[src/rtl/asid_pkg.sv]
package asid_pkg;

    localparam int ID_W = 64;

    typedef enum logic [1:0] {
        DEC_IDLE  = 2'd0,
        DEC_REUSE = 2'd1,
        DEC_ALLOC = 2'd2,
        DEC_ROLL  = 2'd3
    } decision_e;

    typedef struct packed {
        logic            valid;
        logic            flush;
        logic [ID_W-1:0] asid;
    } rsp_t;

    function automatic logic [ID_W-1:0] gen_step(input int tag_w);
        return ID_W'(64'd1 << tag_w);
    endfunction

endpackage

[src/rtl/asid_lowest_free.sv]
module asid_lowest_free #(
    parameter int N     = 256,
    parameter int IDX_W = $clog2(N)
) (
    input  logic [N-1:0]     free_vec,
    output logic             found,
    output logic [IDX_W-1:0] idx
);
    always_comb begin
        found = 1'b0;
        idx   = '0;
        for (int i = N - 1; i >= 0; i--) begin
            if (free_vec[i]) begin
                found = 1'b1;
                idx   = IDX_W'(i);
            end
        end
    end
endmodule

[src/rtl/asid_free_map.sv]
module asid_free_map #(
    parameter int TAG_W = 8,
    localparam int NTAGS = 1 << TAG_W
) (
    input  logic             clk,
    input  logic             rst,
    input  logic             take,
    input  logic [TAG_W-1:0] take_idx,
    input  logic             refill,
    output logic [NTAGS-1:0] free_vec
);
    for (genvar g = 0; g < NTAGS; g++) begin : g_slot
        if (g == 0) begin : g_reserved
            assign free_vec[g] = 1'b0;
        end else begin : g_normal
            logic slot_q;
            always_ff @(posedge clk) begin
                if (rst) begin
                    slot_q <= 1'b1;
                end else if (refill) begin
                    slot_q <= (g != 1);
                end else if (take && (take_idx == TAG_W'(g))) begin
                    slot_q <= 1'b0;
                end
            end
            assign free_vec[g] = slot_q;
        end
    end
endmodule

[src/rtl/asid_gen_reg.sv]
module asid_gen_reg
    import asid_pkg::*;
#(
    parameter int TAG_W = 8
) (
    input  logic            clk,
    input  logic            rst,
    input  logic            bump,
    output logic [ID_W-1:0] gen_q,
    output logic [ID_W-1:0] gen_inc
);
    localparam logic [ID_W-1:0] STEP = gen_step(TAG_W);

    assign gen_inc = gen_q + STEP;

    always_ff @(posedge clk) begin
        if (rst) begin
            gen_q <= STEP;
        end else if (bump) begin
            gen_q <= gen_inc;
        end
    end
endmodule

[src/rtl/asid_allocator.sv]
module asid_allocator
    import asid_pkg::*;
#(
    parameter int TAG_W = 8
) (
    input  logic        clk,
    input  logic        rst,
    input  logic        req_valid,
    input  logic [63:0] req_asid,
    output logic        rsp_valid,
    output logic [63:0] rsp_asid,
    output logic        flush_req
);
    localparam int NTAGS = 1 << TAG_W;

    logic [NTAGS-1:0] free_vec;
    logic             found;
    logic [TAG_W-1:0] low_idx;
    logic [ID_W-1:0]  gen_q;
    logic [ID_W-1:0]  gen_inc;
    logic             gen_match;
    decision_e        dec;
    rsp_t             rsp_d;
    rsp_t             rsp_q;

    asid_lowest_free #(.N(NTAGS), .IDX_W(TAG_W)) u_find (
        .free_vec (free_vec),
        .found    (found),
        .idx      (low_idx)
    );

    asid_free_map #(.TAG_W(TAG_W)) u_map (
        .clk      (clk),
        .rst      (rst),
        .take     (dec == DEC_ALLOC),
        .take_idx (low_idx),
        .refill   (dec == DEC_ROLL),
        .free_vec (free_vec)
    );

    asid_gen_reg #(.TAG_W(TAG_W)) u_gen (
        .clk     (clk),
        .rst     (rst),
        .bump    (dec == DEC_ROLL),
        .gen_q   (gen_q),
        .gen_inc (gen_inc)
    );

    assign gen_match = (req_asid[ID_W-1:TAG_W] == gen_q[ID_W-1:TAG_W]);

    always_comb begin
        if (!req_valid)     dec = DEC_IDLE;
        else if (gen_match) dec = DEC_REUSE;
        else if (found)     dec = DEC_ALLOC;
        else                dec = DEC_ROLL;
    end

    always_comb begin
        rsp_d.valid = req_valid;
        rsp_d.flush = 1'b0;
        rsp_d.asid  = '0;
        unique case (dec)
            DEC_REUSE: rsp_d.asid = req_asid;
            DEC_ALLOC: rsp_d.asid = gen_q | ID_W'(low_idx);
            DEC_ROLL: begin
                rsp_d.asid  = gen_inc | ID_W'(1);
                rsp_d.flush = 1'b1;
            end
            default: rsp_d.asid = '0;
        endcase
    end

    always_ff @(posedge clk) begin
        if (rst) begin
            rsp_q <= '0;
        end else begin
            rsp_q <= rsp_d;
        end
    end

    assign rsp_valid = rsp_q.valid;
    assign rsp_asid  = rsp_q.asid;
    assign flush_req = rsp_q.flush;
endmodule

[config.mk]
export PLATFORM = sky130hd
export DESIGN_NAME = asid_allocator
export DESIGN_NICKNAME = d
export VERILOG_FILES = /design/src/rtl/asid_pkg.sv /design/src/rtl/asid_lowest_free.sv /design/src/rtl/asid_free_map.sv /design/src/rtl/asid_gen_reg.sv /design/src/rtl/asid_allocator.sv
export SDC_FILE = /design/constraint.sdc
export NUM_CORES = 1
export LEC_CHECK = 0
export BUFFER_PORTS_ARGS = -buffer_cell sky130_fd_sc_hd__buf_2
export CORE_ASPECT_RATIO = 1.75
export CORE_UTILIZATION = 50
export CTS_CLUSTER_SIZE = 28
export DETAILED_ROUTE_END_ITERATION = 10
export PLACE_DENSITY = 0.72
export SLEW_MARGIN = 25
export SYNTH_ARGS = -nofsm -noshare
export SYNTH_HDL_FRONTEND = slang
export SYNTH_SLANG_ARGS = --single-unit
[constraint.sdc]
create_clock -name clk -period 9.15 [get_ports clk]
set_input_delay 2.745 -clock clk [delete_from_list [all_inputs] [get_ports clk]]
set_output_delay 2.745 -clock clk [all_outputs]
set_load 0.02 [all_outputs]
Word level (Yosys, flattened, before mapping) --
Cells that the tools add are included.
Operators by class: add/sub/neg operators 1, equality and inequality tests 259, muxes and demuxes 517, bitwise operators 1, reduce and logical (&&, ||, !) cells 257
Operators by type and width (number):
- 8-bit 2-to-1 mux | 255
- 8-bit == test (second input constant) | 128
- 8-bit by 7-bit == test with 1-bit output (second input constant) | 64
- 1-bit 2-to-1 mux | 259
- 8-bit by 6-bit == test with 1-bit output (second input constant) | 32
- 1-bit logical AND | 255
- 64-bit one-hot mux with 3 select lines | 1
- 8-bit by 5-bit == test with 1-bit output (second input constant) | 16
- 64-bit by 9-bit adder with 64-bit output (second input constant) | 1
- 8-bit by 4-bit == test with 1-bit output (second input constant) | 8
- 64-bit by 8-bit bitwise OR with 64-bit output | 1
- 56-bit == test | 1
- 8-bit by 3-bit == test with 1-bit output (second input constant) | 4
- 8-bit by 2-bit == test with 1-bit output (second input constant) | 2
- 8-bit by 1-bit == test with 1-bit output (second input constant) | 1
- 2-bit == test (second input constant) | 2
- 2-bit 2-to-1 mux | 2
- 2-bit by 1-bit == test with 1-bit output (second input constant) | 1
- 2-bit nonzero test | 1
- 2-bit OR reduction | 1
Storage, ports and cells: register bits 385, output and inout port bits 66, word-level logic and storage cells 1294

Longest topological paths before layout --
depth after elaboration 262, gate-level depth with buffers 13, depth with buffers taken out 11

Modules after synthesis --
A second synthesis with hierarchy kept.
Unflattened totals: cell total of the unflattened synthesis 2518, area total of the unflattened synthesis 21242.9 µm²
Modules (own cells, without submodules):
- asid_free_map | instances 1, cells each 959, area each 10000.8 µm², seq. area each 5104.9 µm²
- asid_allocator | instances 1, cells each 444, area each 3906.2 µm², seq. area each 1321.3 µm²
- asid_gen_reg | instances 1, cells each 509, area each 3852.4 µm², seq. area each 1121.1 µm²
- asid_lowest_free | instances 1, cells each 606, area each 3483.3 µm², seq. area each 0.0 µm²

Worst setup path before layout --
OpenSTA, ideal clock, no wires.
kind input port to flip-flop, start point input port req_asid[14], end point register u_map.g_slot[12].g_normal.slot_q, setup time 0.122 ns, arrival time 4.614 ns, setup slack 4.414 ns, cell stages on the path 11, cell sequence xnor2_1 nand4_1 nor4_1 and4_1 clkbuf_1 nor3_2 or2_1 buf_2 buf_2 buf_2 o32a_1
Between the ends: word-level cells in the longest chain between the ends 5, elaborated cells between the ends (all ways) 7
Ends and longest elaborated chain:
- start: declaration | RTL line asid_allocator.sv:9 | input logic [63:0] req_asid,
- 56-bit == test * | RTL line asid_allocator.sv:49 | assign gen_match = (req_asid[ID_W-1:TAG_W] == gen_q[ID_W-1:TAG_W]);
- 2-bit 2-to-1 mux * | RTL line asid_allocator.sv:53 | else if (gen_match) dec = DEC_REUSE;
- 2-bit 2-to-1 mux * | RTL line asid_allocator.sv:52 | if (!req_valid) dec = DEC_IDLE;
- 2-bit == test, on equally long branches | RTL line asid_allocator.sv:37, asid_allocator.sv:35
- 2-bit OR reduction (no line) / 1-bit logical AND (equally long branches)
- end signal: assignment | RTL line asid_free_map.sv:21 | slot_q <= (g != 1);
- end: declaration | RTL line asid_free_map.sv:16 | logic slot_q;
Every way passes the cells marked *; elsewhere a longest branch is shown, timed or not. A chain may end at the register's enable or synchronous reset.

Worst setup path after layout --
start point input port req_asid[48], end point register u_gen.gen_q[48]
Between the ends: word-level cells in the longest chain between the ends 4
Ends and longest elaborated chain:
- 56-bit == test | RTL line asid_allocator.sv:49
- 2-bit 2-to-1 mux | RTL line asid_allocator.sv:53
- 2-bit 2-to-1 mux | RTL line asid_allocator.sv:52
- 2-bit == test | RTL line asid_allocator.sv:44 | .bump (dec == DEC_ROLL),
- end signal: assignment | RTL line asid_gen_reg.sv:20 | gen_q <= gen_inc;
- end: declaration | RTL line asid_gen_reg.sv:9 | output logic [ID_W-1:0] gen_q,
No other way between the ends.

==> impl_metrics.py <==
metrics = {
    "run_status": {
        "run_status": "finished clean",
    },
    "global_route": {
        "antenna_found_initial": 2,
        "global_route.overflow_total": 0,
        "maximum_number_of_pins_on_one_net_before_global_route_repair": 108,
        "gr-usage-all-layers": 0.347,
        "global_route_wire_length_before_repair_microns": 98400,
        "first_global_vias": 17400,
    },
    "sta": {
        "worst_slew_pin_slew_ns": 1.15,
        "timing.final.hold_violations": 0,
        "worst_clock_skew_ns": 0.0252,
        "period_minus_slack_ns": 5.91,
        "fmax_mhz": 169,
        "grt_setup_unrepaired": "false",
        "timing.setup.tns_ns": 0,
        "slew_viol_final": 0,
        "normalized_max_slew_margin": 0.222,
        "finalSetupViolCount": 0,
        "final.period_utilization": 0.646,
        "hold-worst-slack_ns": 0.518,
    },
    "clock_network": {
        "h-tree-depth": 2,
        "tritoncts_clock_tree": "yes",
        "post_cts_buffers": 0,
        "clkLatencyLatePin_ns": 0.56,
        "cts.reportedPaths.clkPinSlew_ns": 0.06,
        "cts.sinks": 377,
        "cts_hold_repair.buffers": 0,
        "numCtsBuffers": 36,
        "clock_tree.root_cell": "sky130_fd_sc_hd__clkbuf_16",
        "maximum_root_to_sink_buffer_count": 3,
        "ctsResizeCount": 0,
    },
    "placement": {
        "post-dp-hpwl_microns": 46600,
        "placed_cells": 2743,
        "globalplace.congestion": 1.04,
        "placement.io_buffers": 132,
    },
    "setup_path": {
        "worst-endpoint-required_ns": 9.55,
        "worst-path-max-fanout": 40,
        "reg2regPathDepth": 11,
        "worst-endpoint-arrival_ns": 6.32,
        "path_common_cell": "sky130_fd_sc_hd__nand4_1",
        "path_cells": "buf_2 -> xnor2_1 -> nand4_1 -> nor4_1 -> and4_1 -> nor3_4 -> buf_4 -> nand4_1 -> nor3_1 -> nand2_1 -> xor2_1 -> nor2_1",
        "worst-r2r-setup-slack_ns": 3.40,
        "endpoint_kind": "flop",
        "worstReg2RegStart": "u_map.g_slot[28].g_normal.slot_q$_SDFFE_PP1P_",
        "startpoint_type": "input port",
        "slowest_delay_ns": 0.86,
        "worst_flop_to_flop_path_endpoint": "u_gen.gen_q[48]$_SDFFE_PP0N_",
        "critical_path_class": "in -> reg",
        "slowest_stage": "sky130_fd_sc_hd__nand4_1",
    },
    "detailed_routing": {
        "route.vias.total": 17900,
        "drc": 0,
        "drt_iter0_markers": 1159,
        "routed_wire_length_microns": 65000,
        "drt_pre_antenna_iters": 5,
        "vias_per_cell": 6.38,
        "drt.antenna.violating_nets": 0,
        "drt-wirelength-per-cell_microns": 23.1,
    },
    "final_layout": {
        "antenna_cells_inserted": 0,
        "n_fill_cell": 3344,
        "area_delta_synth_final_pct": 12.1,
        "finish.net_count": 2380,
        "instances_no_fill": 2808,
        "final_layout_size_suffix_gt1_frac": 0.110,
    },
    "power": {
        "cellPowerDensity_mw_per_mm2": 161,
        "ir_drop_mv": 0.137,
        "power.leakage_nw": 6.80,
    },
    "floorplanning": {
        "core_area_sq_mm": 0.0359,
        "i_o_pin_count": 133,
        "die_y_microns": 254,
        "start_util": 0.505,
        "floorplan.die.width_microns": 146,
        "std_cell_rows": 92,
        "fp.dieArea_sq_mm": 0.0371,
    },
    "min_path": {
        "hold-path-cell-count": 2,
        "hold-path-endpoint": "u_map.g_slot[121].g_normal.slot_q$_SDFFE_PP1P_",
        "hold_start": "u_map.g_slot[121].g_normal.slot_q$_SDFFE_PP1P_",
        "path_class_of_the_lowest_slack_min_delay_path": "reg -> reg",
    },
    "yosys": {
        "ys_ff_latch": 377,
        "avgSynthCellArea_sq_um": 8.07,
        "main_flop_type_after_synthesis": "sky130_fd_sc_hd__dfxtp_1",
        "synth-seq-area-share": 0.416,
        "netlist.top_cell.by_area": "sky130_fd_sc_hd__dfxtp_1",
        "count_of_flip_flops_with_a_built_in_enable_after_synthesis": 0,
        "ys_types": 77,
        "syn-num-nets": 2316,
        "synth_area_leaders": "sky130_fd_sc_hd__dfxtp_1 42%, sky130_fd_sc_hd__nor2_1 8.6%, sky130_fd_sc_hd__a21oi_1 6.8%, sky130_fd_sc_hd__xnor2_1 4.9%, sky130_fd_sc_hd__nor4_1 2.8%",
        "synth_async_sr_flop_share": 0,
        "yosys_warnings": 0,
        "post_synth_instance_area_sq_mm": 0.0181,
        "yosys-top-cells-count": "417 x sky130_fd_sc_hd__nor2_1, 377 x sky130_fd_sc_hd__dfxtp_1, 247 x sky130_fd_sc_hd__a21oi_1, 128 x sky130_fd_sc_hd__nand2_1, 101 x sky130_fd_sc_hd__xnor2_1",
        "syn-instance-count": 2248,
        "synth.most_common_cell": "sky130_fd_sc_hd__nor2_1",
        "synth_top_area_frac": 0.416,
    },
    "job": {
        "cap_violations": 0,
    },
}
[kinds of logic after synthesis]
group / share of synthesized area
AO/OA/AOI/OAI: 0.217
flip-flops: 0.416
XOR/XNOR: 0.0690
adder cells (fa/ha/maj): 0.000689
buffers and inverters: 0.0403
AND/OR/NAND/NOR: 0.251
multiplexers: 0.00552
[metrics by stage]
step / instance area (sq um) / total power (W) / setup slack, ns / utilization
6_report: 20300 / 0.00326 / 3.24 / 0.566
5_1_grt: 20300 / 0.00335 / 3.11 / 0.566
4_1_cts: 20300 / 0.00328 / 3.33 / 0.566
3_5_place_dp: 19100 / 0.00178 / 2.79 / 0.533
3_3_place_gp: 19100 / 0.00178 / 2.80 / 0.533
2_1_floorplan: 18100 / 0.00173 / 4.41 / -
[power by group]
group | leakage [nW] | internal [W] | switching [W]
logic | 3.18 | 0.0000279 | 0.0000753
clock network | 0.579 | 0.000860 | 0.000658
registers | 3.05 | 0.00164 | 0.000000993
total | 6.80 | 0.00253 | 0.000735
[worst max-delay path: cells and delay by family]
family                    cells  cell delay, ns
xor gates and xnor gates      2            0.34
buffers and inverters         2            0.58
and+or+nand+nor               8            2.63
[layout by cell type (no fill, tap or decap), types with 12 or more instances in the layout]
cell type | Yosys | routed
sky130_fd_sc_hd__o22a_1 | 46 | 46
sky130_fd_sc_hd__nand3_1 | 50 | 50
sky130_fd_sc_hd__or3_1 | 26 | 26
sky130_fd_sc_hd__a22oi_1 | 20 | 20
sky130_fd_sc_hd__xnor2_1 | 101 | 101
sky130_fd_sc_hd__xor2_1 | 42 | 42
sky130_fd_sc_hd__nand2_1 | 128 | 126
sky130_fd_sc_hd__a211oi_1 | 31 | 31
sky130_fd_sc_hd__nor2b_1 | 18 | 18
sky130_fd_sc_hd__and3_1 | 14 | 14
sky130_fd_sc_hd__inv_1 | 52 | 52
sky130_fd_sc_hd__nor3_1 | 73 | 72
sky130_fd_sc_hd__o21ai_0 | 51 | 51
sky130_fd_sc_hd__buf_4 | 0 | 25
sky130_fd_sc_hd__nor2_1 | 417 | 412
sky130_fd_sc_hd__a21oi_1 | 247 | 246
sky130_fd_sc_hd__nand4_1 | 51 | 51
sky130_fd_sc_hd__buf_2 | 26 | 132
sky130_fd_sc_hd__nor4_1 | 82 | 81
sky130_fd_sc_hd__nand2b_1 | 13 | 12
sky130_fd_sc_hd__or4_1 | 28 | 28
sky130_fd_sc_hd__dfxtp_1 | 377 | 377
sky130_fd_sc_hd__clkbuf_16 | 0 | 37
sky130_fd_sc_hd__o31ai_1 | 22 | 22
sky130_fd_sc_hd__o32a_1 | 49 | 49
[per-layer routing]
layer | wire length, microns | track usage
met5 | 31 | 0
met4 | 6080 | 0.308
met3 | 4440 | 0.0487
met2 | 32900 | 0.632
met1 | 21600 | 0.343
[worst max path at each step]
| stage | slack [ns] | depth (start not counted) | start | to |
|---|---|---|---|---|
| detailed placement | 2.79 | 10 | req_asid[30] | u_map.g_slot[76].g_normal.slot_q$_SDFFE_PP1P_ |
| finish | 3.24 | 12 | req_asid[48] | u_gen.gen_q[48]$_SDFFE_PP0N_ |
| global route | 3.11 | 11 | u_map.g_slot[28].g_normal.slot_q$_SDFFE_PP1P_ | u_gen.gen_q[48]$_SDFFE_PP0N_ |
| floorplan | 4.41 | 11 | req_asid[14] | u_map.g_slot[12].g_normal.slot_q$_SDFFE_PP1P_ |
| CTS | 3.33 | 12 | req_asid[48] | u_gen.gen_q[48]$_SDFFE_PP0N_ |
| global placement | 2.80 | 12 | req_asid[48] | u_gen.gen_q[48]$_SDFFE_PP0N_ |
[final cells by class]
type / instances / area, sq um / area share
multi-input combinational: 1685 / 9960 / 0.490
sequential: 377 / 7550 / 0.371
tap: 470 / 588 / 0.0289
timing repair buffer: 160 / 882 / 0.0434
clock inverter: 10 / 108 / 0.00529
inverter: 52 / 195 / 0.00960
clock buffer: 54 / 1060 / 0.0521
[flip-flops by register name, summed over array words and instances (netlist names)]
name                          cells
flush_req                         1
u_gen.gen_q                      56
u_map.g_slot.g_normal.slot_q    255
rsp_valid                         1
rsp_asid                         64
Note: power is estimated with default switching activity, not from simulation.
